## src/rtl/abm_pkg.sv

```systemverilog
package abm_pkg;
  typedef enum logic [2:0] {
    ST_IDLE,
    ST_ADDR,
    ST_STROBE,
    ST_VERIFY,
    ST_RELEASE,
    ST_RERUN
  } abm_state_e;

  typedef enum logic [1:0] {
    TERM_NONE,
    TERM_ACK,
    TERM_TRAP,
    TERM_RERUN
  } abm_term_e;
endpackage

```

## src/rtl/abm_term_decode.sv

```systemverilog
module abm_term_decode
  import abm_pkg::*;
(
  input  logic      dtack_ni,
  input  logic      berr_ni,
  input  logic      halt_ni,
  output abm_term_e term_o
);
  // error outranks acknowledge; error with halt asks for a rerun
  always_comb begin
    if (!berr_ni && !halt_ni)  term_o = TERM_RERUN;
    else if (!berr_ni)         term_o = TERM_TRAP;
    else if (!dtack_ni)        term_o = TERM_ACK;
    else                       term_o = TERM_NONE;
  end
endmodule

```

## src/rtl/abm_wait_timer.sv

```systemverilog
module abm_wait_timer #(
  parameter int unsigned TIMEOUT = 16
) (
  input  logic clk_i,
  input  logic rst_ni,
  input  logic en_i,
  output logic hang_o
);
  localparam int unsigned CW = $clog2(TIMEOUT + 1);

  logic [CW-1:0] cnt_q;

  always_ff @(posedge clk_i or negedge rst_ni) begin
    if (!rst_ni)                      cnt_q <= '0;
    else if (!en_i)                   cnt_q <= '0;
    else if (cnt_q != CW'(TIMEOUT))   cnt_q <= cnt_q + 1'b1;
  end

  assign hang_o = en_i && (cnt_q == CW'(TIMEOUT));
endmodule

```

## src/rtl/abm_req_regs.sv

```systemverilog
module abm_req_regs #(
  parameter int unsigned ADDR_W = 23,
  parameter int unsigned DATA_W = 16,
  parameter int unsigned FC_W   = 3,
  localparam int unsigned LANES = DATA_W / 8
) (
  input  logic              clk_i,
  input  logic              rst_ni,
  input  logic              load_i,
  input  logic [ADDR_W-1:0] addr_i,
  input  logic              write_i,
  input  logic [LANES-1:0]  be_i,
  input  logic [FC_W-1:0]   fc_i,
  input  logic [DATA_W-1:0] wdata_i,
  input  logic              cap_i,
  input  logic [DATA_W-1:0] bus_data_i,
  output logic [ADDR_W-1:0] addr_o,
  output logic              write_o,
  output logic [LANES-1:0]  be_o,
  output logic [FC_W-1:0]   fc_o,
  output logic [DATA_W-1:0] wdata_o,
  output logic [DATA_W-1:0] rdata_o
);
  always_ff @(posedge clk_i or negedge rst_ni) begin
    if (!rst_ni) begin
      addr_o  <= '0;
      write_o <= 1'b0;
      be_o    <= '0;
      fc_o    <= '0;
      wdata_o <= '0;
    end else if (load_i) begin
      addr_o  <= addr_i;
      write_o <= write_i;
      be_o    <= be_i;
      fc_o    <= fc_i;
      wdata_o <= wdata_i;
    end
  end

  always_ff @(posedge clk_i or negedge rst_ni) begin
    if (!rst_ni)    rdata_o <= '0;
    else if (cap_i) rdata_o <= bus_data_i;
  end
endmodule

```

## src/rtl/abm_seq_fsm.sv

```systemverilog
module abm_seq_fsm
  import abm_pkg::*;
(
  input  logic       clk_i,
  input  logic       rst_ni,
  input  logic       req_valid_i,
  input  logic       late_i,
  input  abm_term_e  term_i,
  input  logic       dtack_ni,
  input  logic       berr_ni,
  input  logic       halt_ni,
  output abm_state_e state_o,
  output logic       load_o,
  output logic       cap_o,
  output logic       done_o,
  output logic       trap_o,
  output logic       retry_o
);
  abm_state_e state_q, state_d;
  logic done_d, trap_d, retry_d;
  logic lines_free;

  assign lines_free = dtack_ni && berr_ni;

  always_comb begin
    state_d = state_q;
    load_o  = 1'b0;
    cap_o   = 1'b0;
    done_d  = 1'b0;
    trap_d  = 1'b0;
    retry_d = 1'b0;
    unique case (state_q)
      ST_IDLE: begin
        if (req_valid_i && lines_free) begin
          load_o  = 1'b1;
          state_d = ST_ADDR;
        end
      end
      ST_ADDR: state_d = ST_STROBE;
      ST_STROBE: begin
        unique case (term_i)
          TERM_RERUN: begin retry_d = 1'b1; state_d = ST_RERUN; end
          TERM_TRAP:  begin trap_d = 1'b1; state_d = ST_RELEASE; end
          TERM_ACK: begin
            if (late_i) state_d = ST_VERIFY;
            else begin
              cap_o   = 1'b1;
              done_d  = 1'b1;
              state_d = ST_RELEASE;
            end
          end
          default: ; // wait state
        endcase
      end
      ST_VERIFY: begin
        unique case (term_i)
          TERM_RERUN: begin retry_d = 1'b1; state_d = ST_RERUN; end
          TERM_TRAP:  begin trap_d = 1'b1; state_d = ST_RELEASE; end
          default: begin
            cap_o   = 1'b1;
            done_d  = 1'b1;
            state_d = ST_RELEASE;
          end
        endcase
      end
      ST_RELEASE: if (lines_free) state_d = ST_IDLE;
      ST_RERUN:   if (lines_free && halt_ni) state_d = ST_ADDR;
      default:    state_d = ST_IDLE;
    endcase
  end

  always_ff @(posedge clk_i or negedge rst_ni) begin
    if (!rst_ni) begin
      state_q <= ST_IDLE;
      done_o  <= 1'b0;
      trap_o  <= 1'b0;
      retry_o <= 1'b0;
    end else begin
      state_q <= state_d;
      done_o  <= done_d;
      trap_o  <= trap_d;
      retry_o <= retry_d;
    end
  end

  assign state_o = state_q;
endmodule

```

## src/rtl/async_bus_master.sv

```systemverilog
module async_bus_master
  import abm_pkg::*;
#(
  parameter int unsigned ADDR_W  = 23,
  parameter int unsigned DATA_W  = 16,
  parameter int unsigned FC_W    = 3,
  parameter int unsigned TIMEOUT = 16,
  localparam int unsigned LANES  = DATA_W / 8
) (
  input  logic              clk_i,
  input  logic              rst_ni,
  input  logic              late_verify_i,
  input  logic              req_valid_i,
  output logic              req_ready_o,
  input  logic [ADDR_W-1:0] req_addr_i,
  input  logic              req_write_i,
  input  logic [LANES-1:0]  req_be_i,
  input  logic [FC_W-1:0]   req_fc_i,
  input  logic [DATA_W-1:0] req_wdata_i,
  output logic              rsp_done_o,
  output logic              rsp_berr_o,
  output logic              rsp_retry_o,
  output logic [DATA_W-1:0] rsp_rdata_o,
  output logic              hang_o,
  output logic [ADDR_W-1:0] bus_addr_o,
  output logic [FC_W-1:0]   bus_fc_o,
  output logic              bus_as_no,
  output logic              bus_rw_o,
  output logic              bus_uds_no,
  output logic              bus_lds_no,
  output logic [DATA_W-1:0] bus_data_o,
  output logic              bus_data_oe_o,
  input  logic [DATA_W-1:0] bus_data_i,
  input  logic              bus_dtack_ni,
  input  logic              bus_berr_ni,
  input  logic              bus_halt_ni
);
  abm_state_e        state;
  abm_term_e         term;
  logic              load, cap;
  logic              wr_q;
  logic [LANES-1:0]  be_q;
  logic              cyc_active, ds_active;
  logic [LANES-1:0]  lane_n;

  abm_term_decode u_term (
    .dtack_ni (bus_dtack_ni),
    .berr_ni  (bus_berr_ni),
    .halt_ni  (bus_halt_ni),
    .term_o   (term)
  );

  abm_seq_fsm u_fsm (
    .clk_i       (clk_i),
    .rst_ni      (rst_ni),
    .req_valid_i (req_valid_i),
    .late_i      (late_verify_i),
    .term_i      (term),
    .dtack_ni    (bus_dtack_ni),
    .berr_ni     (bus_berr_ni),
    .halt_ni     (bus_halt_ni),
    .state_o     (state),
    .load_o      (load),
    .cap_o       (cap),
    .done_o      (rsp_done_o),
    .trap_o      (rsp_berr_o),
    .retry_o     (rsp_retry_o)
  );

  abm_req_regs #(
    .ADDR_W (ADDR_W),
    .DATA_W (DATA_W),
    .FC_W   (FC_W)
  ) u_regs (
    .clk_i      (clk_i),
    .rst_ni     (rst_ni),
    .load_i     (load),
    .addr_i     (req_addr_i),
    .write_i    (req_write_i),
    .be_i       (req_be_i),
    .fc_i       (req_fc_i),
    .wdata_i    (req_wdata_i),
    .cap_i      (cap),
    .bus_data_i (bus_data_i),
    .addr_o     (bus_addr_o),
    .write_o    (wr_q),
    .be_o       (be_q),
    .fc_o       (bus_fc_o),
    .wdata_o    (bus_data_o),
    .rdata_o    (rsp_rdata_o)
  );

  abm_wait_timer #(
    .TIMEOUT (TIMEOUT)
  ) u_timer (
    .clk_i  (clk_i),
    .rst_ni (rst_ni),
    .en_i   (state == ST_STROBE),
    .hang_o (hang_o)
  );

  assign cyc_active = (state == ST_ADDR) || (state == ST_STROBE) || (state == ST_VERIFY);
  // write strobes trail the address strobe by one clock so data is settled
  assign ds_active  = ((state == ST_ADDR) && !wr_q) || (state == ST_STROBE) ||
                      (state == ST_VERIFY);

  for (genvar g = 0; g < LANES; g++) begin : g_lane
    assign lane_n[g] = !(ds_active && be_q[g]);
  end

  assign bus_as_no     = !cyc_active;
  assign bus_uds_no    = lane_n[LANES-1];
  assign bus_lds_no    = lane_n[0];
  assign bus_rw_o      = !(cyc_active && wr_q);
  assign bus_data_oe_o = cyc_active && wr_q;
  assign req_ready_o   = (state == ST_IDLE);
endmodule

```

## config.mk

```make
export PLATFORM = sky130hd
export DESIGN_NAME = async_bus_master
export DESIGN_NICKNAME = d
export VERILOG_FILES = /design/src/rtl/abm_pkg.sv /design/src/rtl/abm_term_decode.sv /design/src/rtl/abm_wait_timer.sv /design/src/rtl/abm_req_regs.sv /design/src/rtl/abm_seq_fsm.sv /design/src/rtl/async_bus_master.sv
export SDC_FILE = /design/constraint.sdc
export NUM_CORES = 1
export LEC_CHECK = 0
export BUFFER_PORTS_ARGS = -buffer_cell sky130_fd_sc_hd__buf_4
export CORE_UTILIZATION = 40
export DETAILED_ROUTE_END_ITERATION = 8
export HOLD_SLACK_MARGIN = 0.02
export PLACE_DENSITY = 0.71
export SETUP_SLACK_MARGIN = 0.02
export SLEW_MARGIN = 5
export SYNTH_ARGS = -nofsm -noshare
export SYNTH_HDL_FRONTEND = slang
export SYNTH_HIERARCHICAL = 1
export SYNTH_SLANG_ARGS = --single-unit
```

## constraint.sdc

```tcl
create_clock -name clk_i -period 3.6 [get_ports clk_i]
set_clock_uncertainty 0.1 [all_clocks]
set_input_delay 0.9 -clock clk_i [delete_from_list [all_inputs] [get_ports clk_i]]
set_output_delay 0.9 -clock clk_i [all_outputs]
set_load 0.02 [all_outputs]
```

==> reports/qor.csv, run 1 <==
stage,metric,value,unit
sta,final hold violations,0,
worst_setup_path,Setup crit end kind,flop,
cells_and_area,layout cells sized above 1,62.6,%
sta,Final setup viols,0,
clock_tree,insertion delay to the later sink of the worst-skew pair,0.33,ns
global_routing,first-pass GRT wire length,10.8,mm
worst_setup_path,WP buf/inv,3,
worst_setup_path,R2R cell count,6,
cells_and_area,area of the multi-input gates,1360,um2
clock_tree,H-tree Lvls,3,
synthesis,Post-Synthesis Cells,214,
worst_setup_path,max incr delay on CP,0.39,ns
placed_design,gpl congestion,0.780,
global_routing,Total GRT Usage,16.2,%
global_routing,Overflow after GRT,0,
synthesis,post-synthesis sequential area ratio,54.1,%
floorplanning,core box area,7890,um2
floorplanning,IO Pins,136,
sta,setup tns final,0,ns
worst_setup_path,reg2reg end,u_regs/rdata_o[4]$_DFFE_PN0P_,
cells_and_area,Final nets,426,
power_and_ir_drop,Lkg Pwr,2.24,nW
sta,Worst slew margin,40.7,%
sta,worst slew pin tran,0.890,ns
global_routing,largest net degree at the start of global routing,73,
clock_tree,clk sink count,72,
clock_tree,"Setup Fix Bufs, Post-CTS",0,
synthesis,dominant synthesized flop cell,dfrtp_1,
clock_tree,post-cts hold buffer count,0,
synthesis,Post-synth EDFFs,0,
worst_setup_path,worst-path cell chain,"buf_4, mux2i_1, inv_1, ha_1, or3_1, o21ai_1, and2_1, buf_4, mux2_2",
clock_tree,clock root buffer,clkbuf_8,
floorplanning,die height,93.3,um
worst_setup_path,worst-path maximum fanout,17,
worst_setup_path,reg2reg start,u_fsm/state_o[0]$_DFFE_PN0P_,
cells_and_area,area delta synth->final,36.4,%
routing,total vias in the final route,2153,
floorplanning,Die Area,8700,um2
synthesis,flop and latch count out of synthesis,72,
floorplanning,Initial Utilization,42.2,%
synthesis,yosys warns,6,
routing,1st-pass router iterations,4,
clock_tree,CTS tree,yes,
clock_tree,post_cts resized,0,
clock_tree,Inserted Clock Buffers,9,
power_and_ir_drop,Pwr per Cell Area,865,nW/um2
cells_and_area,final instance area,4540,um2
worst_setup_path,worst setup path startpoint,bus_berr_ni,
routing,Avg WL per Cell,14.5,um
cells_and_area,Diodes inserted,0,
cells_and_area,fin util,57.6,%
routing,detailed-route DRC error count,0,
cells_and_area,"commonest non-fill, non-tap cell in the layout",buf_4,
clock_tree,clock slew at reported path FFs,0.08,ns
run_status,status,finished clean,
synthesis,Synth Cell Area,3330,um2
sta,Fmax,357,MHz
global_routing,initial antenna violation count,0,
min_path,hold path cells,1,
synthesis,Cell variety after synth,37,
floorplanning,die span in x,93.3,um
cells_and_area,Sequential Area,1800,um2
synthesis,syn_nets,287,
worst_setup_path,family with the most delay on the worst path,multiplexers,
placed_design,DP Wirelength,4.71,mm
power_and_ir_drop,Peak VDD IR,0.478,mV
synthesis,mean post-synth cell area,15.6,um2
sta,fin. max-slew vios,0,
worst_setup_path,WP data required,3.72,ns
min_path,hold path startpoint,u_regs/addr_o[6]$_DFFE_PN0P_,
worst_setup_path,CP Class,input port to flop,
clock_tree,clock tree buffer depth,2,
global_routing,vias in the first global route,2171,
floorplanning,# rows,32,
worst_setup_path,cell mode on critical path,buf_4,
worst_setup_path,crit path capture,u_regs/rdata_o[4]$_DFFE_PN0P_,
routing,vias per std cell,4.68,
job,max_cap viols,0,
min_path,Hold Path Class,flop to flop,
routing,initial detailed-routing violation count,36,
placed_design,Placed Area,4370,um2
worst_setup_path,startpoint types,input port,
sta,RSZ-0062 raised after global routing,false,
placed_design,# port buffers,135,
worst_setup_path,"reg-to-reg slack, setup",1.42,ns
routing,WL final,6.66,mm
worst_setup_path,CP Depth,9,
sta,post-route clock period utilization,77.7,%
cells_and_area,Fill cells,626,
synthesis,ys async rst share,100,%
sta,clock period minus worst slack,2.80,ns
cells_and_area,"commonest cells after routing, fill and taps aside","137 x buf_4, 72 x dfrtp_1, 50 x mux2_4, 11 x mux2_2, 10 x clkbuf_8",
worst_setup_path,"Arr. time, crit path",2.92,ns
worst_setup_path,Critical Path Slowest Stage Cell,or3_1,
routing,DRT antenna net count,0,
[report_power, final]
part	total (mW)	internal [mW]	switching, mW
Sequential	1.44	1.18	0.263
Clock	0.556	0.268	0.288
Combinational	1.93	1.06	0.875
[worst min-delay path by stage]
stage	slack, ns	endpoint
after CTS	0.42	u_regs/addr_o[8]$_DFFE_PN0P_
after floorplan	0.37	u_regs/be_o[1]$_DFFE_PN0P_
after detailed placement	0.40	u_regs/addr_o[0]$_DFFE_PN0P_
after global placement	0.39	u_regs/wdata_o[6]$_DFFE_PN0P_
after global routing	0.43	u_regs/addr_o[12]$_DFFE_PN0P_
final	0.41	u_regs/addr_o[6]$_DFFE_PN0P_
[routing by layer]
layer	vias to the layer above	part of all wire [%]	track usage, %
met5	-	0	0
met4	0	1.5	6.92
met3	8	5.9	4.07
met2	84	49	25.9
met1	1039	44	20.9
li1	1022	-	-
[cells in the mapped netlist, drive strengths merged (2+ instances only)]
master | instances | area [um2]
nor3b | 2 | 20.0
nand2 | 8 | 30.0
nand2b | 4 | 25.0
ha | 5 | 62.6
nor2 | 2 | 7.51
nand3 | 3 | 15.0
nand4 | 2 | 12.5
a21oi | 3 | 15.0
dfrtp | 72 | 1800
mux2i | 5 | 50.1
nor3 | 3 | 15.0
buf | 10 | 141
nor2b | 3 | 26.3
mux2 | 61 | 875
o21ai | 5 | 25.0
and2 | 4 | 25.0
inv | 9 | 33.8
[flip-flops by register name (all words and copies together) (netlist names)]
name            count
u_fsm/done_o        1
u_fsm/retry_o       1
u_fsm/state_o       3
u_fsm/trap_o        1
u_regs/addr_o      23
u_regs/be_o         2
u_regs/fc_o         3
u_regs/rdata_o     16
u_regs/wdata_o     16
u_regs/write_o      1
u_timer/cnt_q       5
[cell type report]
type | count | share of cell area [%]
clock buffer | 11 | 3.11
sequential | 72 | 39.7
clock inverter | 5 | 0.689
tap | 102 | 2.81
timing repair buffer | 138 | 23.1
inverter | 9 | 0.744
multi-input combinational | 123 | 29.9
[per-stage QoR]
| step | instances | worst slack [ns] | total power [mW] | hold WS, ns |
|---|---|---|---|---|
| final | 460 | 0.802 | 3.93 | 0.413 |
| after global routing | 460 | 0.715 | 4.17 | 0.432 |
| after CTS | 460 | 0.820 | 3.98 | 0.418 |
| after detailed placement | 444 | 0.450 | 3.40 | 0.397 |
| after global placement | 444 | 0.508 | 3.36 | 0.393 |
| after floorplan | 214 | 0.745 | 2.64 | 0.373 |
[logic make-up after synthesis]
group | Yosys count | share of synthesized area (%)
compound gates | 14 | 3.42
xor+xnor | 1 | 0.263
simple gates | 37 | 7.33
mux | 66 | 27.8
flops | 72 | 54.1
fa+ha+maj | 5 | 1.88
buf+inv | 19 | 5.26
No activity file was read; power rests on OpenSTA's default activity.
==> run 2, diff against run 1 <==
==> constraint.sdc (replaced) <==
create_clock -name clk_i -period 2.7 [get_ports clk_i]
set_clock_uncertainty 0.1 [all_clocks]
set_input_delay 0.675 -clock clk_i [delete_from_list [all_inputs] [get_ports clk_i]]
set_output_delay 0.675 -clock clk_i [all_outputs]
set_load 0.02 [all_outputs]
==> run 2 against run 1 <==
  * Via count up 2.6%
  * Sequential power rose by 31%
  * Final cell count rose by 1.3%
  * Critical path type is now flop to primary output
  * Highest routed layer unchanged
==> reports/qor.csv, run 2 (synthesis gave the netlist of run 1 again) <==
stage,metric,value,unit,change
worst_setup_path,worst-path maximum fanout,13,,-4
power_and_ir_drop,Peak VDD IR,0.477,mV,-0.26%
sta,Worst slew margin,64.9,%,+24 points
cells_and_area,layout cells sized above 1,63.5,%,+0.89 points
clock_tree,clk sink count,72,,unchanged
worst_setup_path,Critical Path Slowest Stage Cell,dfrtp_1,,
worst_setup_path,Setup crit end kind,primary output,,
run_status,status,finished clean,,
clock_tree,"Setup Fix Bufs, Post-CTS",0,,unchanged
sta,setup tns final,0,ns,unchanged
floorplanning,IO Pins,136,,unchanged
worst_setup_path,worst-path cell chain,"nor3b_1, and2_1, buf_4",,
cells_and_area,"commonest non-fill, non-tap cell in the layout",buf_4,,
floorplanning,# rows,32,,unchanged
routing,Avg WL per Cell,14.1,um,-2.8%
clock_tree,clock tree buffer depth,2,,unchanged
power_and_ir_drop,Lkg Pwr,2.29,nW,+2.2%
cells_and_area,largest registers,"u_regs/addr_o x23, u_regs/rdata_o x16, u_regs/wdata_o x16",,
job,max_cap viols,0,,unchanged
worst_setup_path,WP data required,1.92,ns,-1.80 ns
min_path,Hold Path Class,input port to asynchronous set/reset pin,,
floorplanning,die span in x,93.3,um,unchanged
cells_and_area,Fill cells,625,,-0.16%
sta,worst slew pin tran,0.526,ns,-0.364 ns
clock_tree,post-cts hold buffer count,0,,unchanged
worst_setup_path,family with the most delay on the worst path,simple AND/OR/NAND/NOR gates,,
placed_design,# port buffers,135,,unchanged
cells_and_area,max reg flops,23,,unchanged
routing,WL final,6.56,mm,-1.5%
clock_tree,H-tree Lvls,3,,unchanged
sta,post-route clock period utilization,88.9,%,
clock_tree,insertion delay to the later sink of the worst-skew pair,0.33,ns,about the same
routing,total vias in the final route,2210,,+2.6%
placed_design,DP Wirelength,4.73,mm,+0.48%
worst_setup_path,max incr delay on CP,0.57,ns,+0.18 ns
global_routing,vias in the first global route,2308,,+6.3%
global_routing,initial antenna violation count,0,,unchanged
sta,RSZ-0062 raised after global routing,false,,
floorplanning,die height,93.3,um,unchanged
routing,detailed-route DRC error count,0,,unchanged
worst_setup_path,startpoint types,flop,,
clock_tree,clock slew at reported path FFs,0.07,ns,about the same
cells_and_area,"commonest cells after routing, fill and taps aside","141 x buf_4, 72 x dfrtp_1, 50 x mux2_4, 11 x clkbuf_8, 11 x mux2_2",,
worst_setup_path,reg2reg end,u_regs/rdata_o[1]$_DFFE_PN0P_,,
worst_setup_path,"reg-to-reg slack, setup",0.61,ns,-0.81 ns
cells_and_area,area delta synth->final,39.5,%,
worst_setup_path,R2R cell count,6,,unchanged
floorplanning,Die Area,8700,um2,unchanged
floorplanning,core box area,7890,um2,unchanged
cells_and_area,Diodes inserted,0,,unchanged
clock_tree,clock root buffer,clkbuf_8,,
routing,1st-pass router iterations,4,,unchanged
worst_setup_path,reg2reg start,u_fsm/state_o[0]$_DFFE_PN0P_,,
power_and_ir_drop,Pwr per Cell Area,1150,nW/um2,+33%
global_routing,first-pass GRT wire length,10.6,mm,-1.1%
worst_setup_path,CP Class,flop to primary output,,
routing,DRT antenna net count,0,,unchanged
cells_and_area,fin util,58.9,%,+1.3 points
worst_setup_path,WP buf/inv,1,,-2
clock_tree,post_cts resized,0,,unchanged
worst_setup_path,"Arr. time, crit path",1.63,ns,-1.29 ns
cells_and_area,Final nets,432,,+1.4%
global_routing,Overflow after GRT,0,,unchanged
floorplanning,Initial Utilization,42.2,%,unchanged
clock_tree,Inserted Clock Buffers,9,,unchanged
placed_design,gpl congestion,0.778,,-0.21%
sta,Final setup viols,0,,unchanged
sta,final hold violations,0,,unchanged
sta,clock period minus worst slack,2.40,ns,
clock_tree,CTS tree,yes,,
global_routing,largest net degree at the start of global routing,45,,-38%
routing,vias per std cell,4.74,,+1.3%
cells_and_area,largest reg by FF count,u_regs/addr_o,,
sta,fin. max-slew vios,0,,unchanged
global_routing,Total GRT Usage,15.7,%,-0.47 points
sta,Fmax,416,MHz,
routing,initial detailed-routing violation count,50,,+39%
[run 2: cell types whose count changed in the layout (fill, tap and decap cells not counted), sizes merged]
cell / change
bufinv: +1
buf: +6
inv: -1
clkinv: -1
clkinvlp: +1
[run 2: layout make-up]
cell class,instances,area (um2),share of cell area [%]
Sequential cell,72,1800,38.8
Timing Repair Buffer,144,1120,24.1
Clock buffer,11,151,3.26
Clock inverter,5,55.1,1.18
Multi-Input combinational cell,123,1360,29.2
Tap cell,102,128,2.75
Inverter,9,33.8,0.727
[run 2: worst max path at each step]
stage	from	slack, ns	cells past startpoint	end
final	u_fsm/state_o[0]$_DFFE_PN0P_	0.30	3	hang_o
after global routing	u_fsm/state_o[0]$_DFFE_PN0P_	0.15	3	hang_o
after CTS	u_fsm/state_o[0]$_DFFE_PN0P_	0.26	3	hang_o
after detailed placement	bus_berr_ni	0.03	9	u_regs/rdata_o[0]$_DFFE_PN0P_
after global placement	bus_berr_ni	0.05	9	u_regs/rdata_o[4]$_DFFE_PN0P_
after floorplan	bus_berr_ni	0.07	9	u_regs/rdata_o[10]$_DFFE_PN0P_
[run 2: layer usage]
metal  wire (um)  up-vias  GRT usage (%)
met2        3230       83           25.4
met3         387        7           4.31
met4          87        0           6.54
li1            -     1036              -
met5           0        -              0
met1        2860     1084           19.9
[run 2: metrics by stage]
step	worst slack, ns	hold WS, ns	area (um2)	total power [mW]	cells
2_1_floorplan	0.0699	0.279	3330	3.52	214
3_3_place_gp	0.0494	0.393	4440	4.51	450
3_5_place_dp	0.0287	0.395	4440	4.55	450
4_1_cts	0.258	0.155	4650	5.45	466
5_1_grt	0.148	0.165	4650	5.69	466
6_report	0.299	0.158	4650	5.37	466
[run 2: where the power goes]
part | internal (mW) | switching, mW | total (mW)
Sequential | 1.57 | 0.319 | 1.89
Clock | 0.474 | 0.379 | 0.852
Combinational | 1.43 | 1.19 | 2.62
